### src/rtl/gwp_pkg.sv
package gwp_pkg;
  typedef struct packed {
    logic fetch;    // an address is on memAddr this cycle
    logic passEnd;  // that address is the last point of the pass
  } gwp_strobe_t;
endpackage

### src/rtl/gwp_ctrl.sv
module gwp_ctrl import gwp_pkg::*; #(
  parameter int ADDR_W  = 19,
  parameter int STD_LEN = 1024,
  parameter int MIN_LEN = 2
) (
  input  logic              clk,
  input  logic              rstN,
  input  logic              gatedMode,
  input  logic              gateIn,
  input  logic              stdSel,
  input  logic [ADDR_W-1:0] segStart,
  input  logic [ADDR_W:0]   segLen,
  output logic [ADDR_W-1:0] memAddr,
  output logic              running,
  output gwp_strobe_t       strb
);
  localparam int LEN_W = ADDR_W + 1;

  logic gSync1, gSync2, gateOk;
  logic [ADDR_W-1:0] base, basePick;
  logic [LEN_W-1:0]  lenM1, lenPick, offset;
  logic lastPt;

  always_ff @(posedge clk or negedge rstN) begin
    if (!rstN) begin
      gSync1 <= 1'b0;
      gSync2 <= 1'b0;
    end else begin
      gSync1 <= gateIn;
      gSync2 <= gSync1;
    end
  end

  assign gateOk = gSync2 & gatedMode;

  always_comb begin
    if (stdSel) begin
      basePick = '0;
      lenPick  = LEN_W'(STD_LEN - 1);
    end else begin
      basePick = segStart;
      lenPick  = (segLen < LEN_W'(MIN_LEN)) ? LEN_W'(MIN_LEN - 1) : segLen - 1'b1;
    end
  end

  assign lastPt = running && (offset == lenM1);

  always_ff @(posedge clk or negedge rstN) begin
    if (!rstN) begin
      running <= 1'b0;
      base    <= '0;
      lenM1   <= LEN_W'(MIN_LEN - 1);
      offset  <= '0;
    end else if (!running) begin
      if (gateOk) begin
        running <= 1'b1;
        base    <= basePick;
        lenM1   <= lenPick;
        offset  <= '0;
      end
    end else if (lastPt) begin
      if (gateOk) begin
        base   <= basePick;
        lenM1  <= lenPick;
        offset <= '0;
      end else begin
        running <= 1'b0;
      end
    end else begin
      offset <= offset + 1'b1;
    end
  end

  assign memAddr      = base + offset[ADDR_W-1:0];
  assign strb.fetch   = running;
  assign strb.passEnd = lastPt;


  offset_in_range_chk: assert property (@(posedge clk) disable iff (!rstN)
    running |-> offset <= lenM1);

  min_len_chk: assert property (@(posedge clk) disable iff (!rstN)
    lenM1 >= LEN_W'(MIN_LEN - 1));

  start_at_base_chk: assert property (@(posedge clk) disable iff (!rstN)
    $rose(running) |-> offset == '0);

  stop_after_last_chk: assert property (@(posedge clk) disable iff (!rstN)
    (lastPt && !gateOk) |=> !running);

  idle_addr_hold_chk: assert property (@(posedge clk) disable iff (!rstN)
    (!running && !gateOk) |=> $stable(memAddr));
endmodule

### src/rtl/gwp_datapath.sv
module gwp_datapath import gwp_pkg::*; #(
  parameter int DATA_W = 14
) (
  input  logic              clk,
  input  logic              rstN,
  input  gwp_strobe_t       strb,
  input  logic [DATA_W-1:0] memData,
  output logic [DATA_W-1:0] sampleOut,
  output logic              sampleValid,
  output logic              busy
);
  logic capPend;

  always_ff @(posedge clk or negedge rstN) begin
    if (!rstN) begin
      capPend     <= 1'b0;
      sampleOut   <= '0;
      sampleValid <= 1'b0;
    end else begin
      capPend     <= strb.fetch;
      sampleValid <= capPend;
      if (capPend) sampleOut <= memData;
    end
  end

  assign busy = capPend;


  hold_when_idle_chk: assert property (@(posedge clk) disable iff (!rstN)
    !sampleValid |-> $stable(sampleOut));

  pass_end_is_fetch_chk: assert property (@(posedge clk) disable iff (!rstN)
    strb.passEnd |-> strb.fetch);
endmodule

### src/rtl/gated_wave_player.sv
module gated_wave_player import gwp_pkg::*; #(
  parameter int ADDR_W  = 19,
  parameter int DATA_W  = 14,
  parameter int STD_LEN = 1024
) (
  input  logic              clk,
  input  logic              rstN,
  input  logic              gatedMode,
  input  logic              gateIn,
  input  logic              stdSel,
  input  logic [ADDR_W-1:0] segStart,
  input  logic [ADDR_W:0]   segLen,
  output logic [ADDR_W-1:0] memAddr,
  input  logic [DATA_W-1:0] memData,
  output logic [DATA_W-1:0] sampleOut,
  output logic              sampleValid,
  output logic              active
);
  gwp_strobe_t strb;
  logic running, busy;

  gwp_ctrl #(.ADDR_W(ADDR_W), .STD_LEN(STD_LEN), .MIN_LEN(2)) uCtrl (
    .clk(clk), .rstN(rstN), .gatedMode(gatedMode), .gateIn(gateIn),
    .stdSel(stdSel), .segStart(segStart), .segLen(segLen),
    .memAddr(memAddr), .running(running), .strb(strb)
  );

  gwp_datapath #(.DATA_W(DATA_W)) uData (
    .clk(clk), .rstN(rstN), .strb(strb), .memData(memData),
    .sampleOut(sampleOut), .sampleValid(sampleValid), .busy(busy)
  );

  assign active = running | busy;


  active_while_valid_chk: assert property (@(posedge clk) disable iff (!rstN)
    $rose(sampleValid) |-> $past(active));
endmodule

### config.mk
export PLATFORM = sky130hd
export DESIGN_NAME = gated_wave_player
export DESIGN_NICKNAME = d
export VERILOG_FILES = /design/src/rtl/gwp_pkg.sv /design/src/rtl/gwp_ctrl.sv /design/src/rtl/gwp_datapath.sv /design/src/rtl/gated_wave_player.sv
export SDC_FILE = /design/constraint.sdc
export NUM_CORES = 1
export LEC_CHECK = 0
export ABC_AREA = 1
export CAP_MARGIN = 20
export CORE_ASPECT_RATIO = 2
export CORE_UTILIZATION = 40
export CTS_CLUSTER_DIAMETER = 50
export CTS_CLUSTER_SIZE = 12
export DETAILED_ROUTE_END_ITERATION = 12
export HOLD_SLACK_MARGIN = 0.06
export PLACE_DENSITY = 0.69
export REMOVE_ABC_BUFFERS = 1
export SLEW_MARGIN = 20
export SYNTH_ARGS = -nofsm -noshare
export SYNTH_HDL_FRONTEND = slang
export SYNTH_SLANG_ARGS = --single-unit
export TNS_END_PERCENT = 20
### constraint.sdc
create_clock -name clk -period 3.6 [get_ports clk]
set_input_delay 0.36 -clock clk [delete_from_list [all_inputs] [get_ports clk]]
set_output_delay 0.36 -clock clk [all_outputs]
set_load 0.05 [all_outputs]
==> flow_metrics.py <==
metrics = {
    "status": {
        "outcome": "finished, violations left",
        "violations": "DRC",
    },
    "timing": {
        "worst_slack_ns": 0.191,
        "setup_viol": 0,
        "fmax_mhz": 293,
        "tns_ns": 0,
        "final.period_utilization": 0.947,
        "rsz0062_at_grt": "no",
        "min_period_ns": 3.41,
        "worst_slew_pin_slew_ns": 0.734,
        "clock_skew_ns": 0.0123,
        "report.final.slew_viol_count": 0,
        "maxSlewHeadroom": 0.511,
        "hold_viol": 0,
        "hold_ws_ns": 0.0271,
    },
    "worst_hold_path": {
        "hold_class": "input port to asynchronous set/reset pin",
    },
    "global_route": {
        "grt_pass1_wl_mm": 23.7,
        "track_usage": 0.213,
        "grt_max_degree": 79,
        "antenna_found_initial": 0,
        "grt.overflow.total": 0,
        "first_global_vias": 5100,
    },
    "placed_design": {
        "place_hpwl_mm": 11.3,
        "globalplace.congestion": 0.944,
        "port_buffers": 92,
        "dp_cells": 1032,
        "pre_cts_ws_ns": 0.350,
    },
    "synthesis": {
        "syn_avg_cell_area_sq_um": 6.80,
        "synth_area_sq_um": 5460,
        "synth_area_leaders": "dfrtp_1 (35%), nand2_1 (19%), inv_1 (6.3%)",
        "synth_top_area_frac": 0.353,
        "yosys_register_bits": 78,
        "yosysMostFrequentCell": "nand2_1",
        "ys.flop_type": "dfrtp_1",
        "ys_types": 36,
        "async_flop_share": 1.00,
        "synth_top_area_cell": "dfrtp_1",
        "netlist_instances": 802,
        "seq_area_frac_synth": 0.358,
        "ys_warn_count": 0,
        "synth-edff-count": 0,
        "netlist_top_cells_count": "nand2_1 (276), inv_1 (91), nor2_1 (81), dfrtp_1 (77), nand3_1 (49)",
    },
    "setup_path": {
        "start_kind": "register",
        "path_class": "register to output port",
        "worst_ep_arrival_time_ns": 3.05,
        "cpMostUsedCell": "a21oi_1",
        "max_stage_delay_ns": 0.81,
        "cpMaxStageDelayCell": "clkdlybuf4s50_1",
        "worstPathMaxFanout": 6,
        "required_ns": 3.24,
        "endpoint_kind": "output port",
        "path_cells": "ha_1 -> a21oi_1 -> nand2_1 -> a21oi_1 -> o21ai_0 -> xor2_1 -> clkdlybuf4s50_1",
    },
    "drt": {
        "routed_wl_mm": 14.5,
        "vias_per_cell": 4.98,
        "drt_first_pass_iters": 11,
        "vias": 5223,
        "drt_iter0_markers": 302,
        "drt-wirelength-per-cell_um": 13.8,
        "drcViolationCount": 2,
        "antenna_left": 0,
    },
    "power_and_ir_drop": {
        "powerDensity_nw_per_um2": 295,
        "p_total_w": 0.00201,
        "p_leak_nw": 3.46,
        "ir_drop_mv": 0.226,
    },
    "finish": {
        "drive_above_1_share": 0.0672,
        "nets": 967,
        "syn_to_final_growth_pct": 24.9,
        "antenna_cells": 0,
        "instances_no_fill": 1048,
    },
    "clock_tree": {
        "cts_root_buf": "clkbuf_16",
        "clkTransAtPathRegs_ns": 0.07,
        "cts_buffers": 9,
        "cts.sinks": 78,
        "clk_latency_ns": 0.34,
        "cts_buffer_depth": 2,
        "htreeDepth": 3,
        "tritoncts": "done",
    },
    "floorplanning": {
        "dieArea_sq_um": 14100,
        "die_h_um": 167,
        "fp.dieW_um": 84.6,
        "initial_core_util": 0.408,
        "coreArea_sq_um": 13400,
        "io-pin-count": 93,
        "fp-row-count": 60,
    },
    "run": {
        "maxCapViolCount": 0,
    },
}
## kinds of logic (layout without fill, tap and decap cells)
family                     after synthesis  count (layout)  synth area share
and+or+nand+nor                        450             450             0.340
buffers and inverters                  122             213            0.0887
xor gates and xnor gates                33              33            0.0530
adders and majority gates               21              21            0.0495
muxes                                   14              14            0.0289
DFF                                     78              78             0.358
AOI/OAI and AO/OA                       84              84            0.0819
## cell usage in the layout, fill, tap and decap left out, types with 2 or more instances in the layout
cell type        instances
inv_2                    9
nand3b_1                 2
nor2_1                  81
a21oi_1                 19
a31oi_1                  2
inv_1                   91
o21ai_0                 34
a21o_1                   2
nor4_1                   2
or2_2                    4
inv_6                    4
ha_1                    20
nand2_1                276
xor2_1                  21
nand4_1                 22
clkdlybuf4s50_1         81
clkbuf_16                9
nand2_2                  2
dlymetal6s2s_1           4
nor3_1                   9
nand3_1                 49
o21bai_1                 2
xnor2_1                 12
dfrtp_1                 77
mux2_2                  14
buf_4                    9
o21ai_1                 20
## critical path: cells and delay by family (launching register included)
kind	cells	cell delay, ns
buffers and inverters	1	0.81
XOR/XNOR	1	0.19
adder cells (fa/ha/maj)	1	0.38
AND/OR/NAND/NOR	1	0.10
AO/OA/AOI/OAI	3	0.77
flip-flops	1	0.45
## power by group
group          internal [W]  leakage, nW  switching (W)
Combinational     0.0000897         2.30      0.0000978
Sequential         0.000885         1.01     0.00000422
Clock              0.000546        0.147       0.000388
Total               0.00152         3.46       0.000490
## worst paths after layout
path	startpoint	slack, ns	endpoint	cells after the start
worst max-delay path	uCtrl.offset[2]	0.19	memAddr[9]	7
min in group clk	uCtrl.gSync1	0.35	uCtrl.gSync2	0
worst max register to register	uCtrl.lenM1[0]	1.29	uCtrl.lenM1[19]	13
worst min-delay path	rstN	0.03	uData.sampleOut[5]	1
worst min register to register	uCtrl.gSync1	0.35	uCtrl.gSync2	0
max in group asynchronous	rstN	3.03	uCtrl.offset[6]	1
## layout make-up
type	count	area, sq um
fillers	1381	6550
repair buffers	97	968
flip-flops and latches	78	1950
clock buffers	9	225
multi-input cells	602	3020
clock inverters	7	77.6
inverters	100	375
well taps	155	194
## registers in the layout (all words and copies together), names as in the netlist
| register | flops |
|---|---|
| uCtrl.base | 19 |
| uData.busy | 1 |
| uData.sampleOut | 14 |
| uCtrl.lenM1 | 20 |
| uCtrl.offset | 20 |
| uCtrl.running | 1 |
| uData.sampleValid | 1 |
| uCtrl.gSync2 | 1 |
| uCtrl.gSync1 | 1 |
## what timing repair did
item | in CTS | in global routing
buffers inserted | 0 | 0
resized for setup | 1 | 4
endpoints found under the setup margin | 1 | 4
hold buffers | 0 | 0
## layer usage
| layer | part of all wire | GRT usage | vias to the layer above |
|---|---|---|---|
| met4 | 0.048 | 0.121 | 0 |
| met5 | 0 | 0 | - |
| li1 | - | - | 2720 |
| met3 | 0.026 | 0.0237 | 38 |
| met2 | 0.56 | 0.411 | 105 |
| met1 | 0.37 | 0.215 | 2360 |
## stage by stage
step,area [sq um],util
2_1_floorplan,5350,-
5_1_grt,6810,0.510
4_1_cts,6800,0.509
3_5_place_dp,6500,0.486
3_3_place_gp,6500,0.486
6_report,6810,0.510
Note: power is estimated with default switching activity, not from simulation.
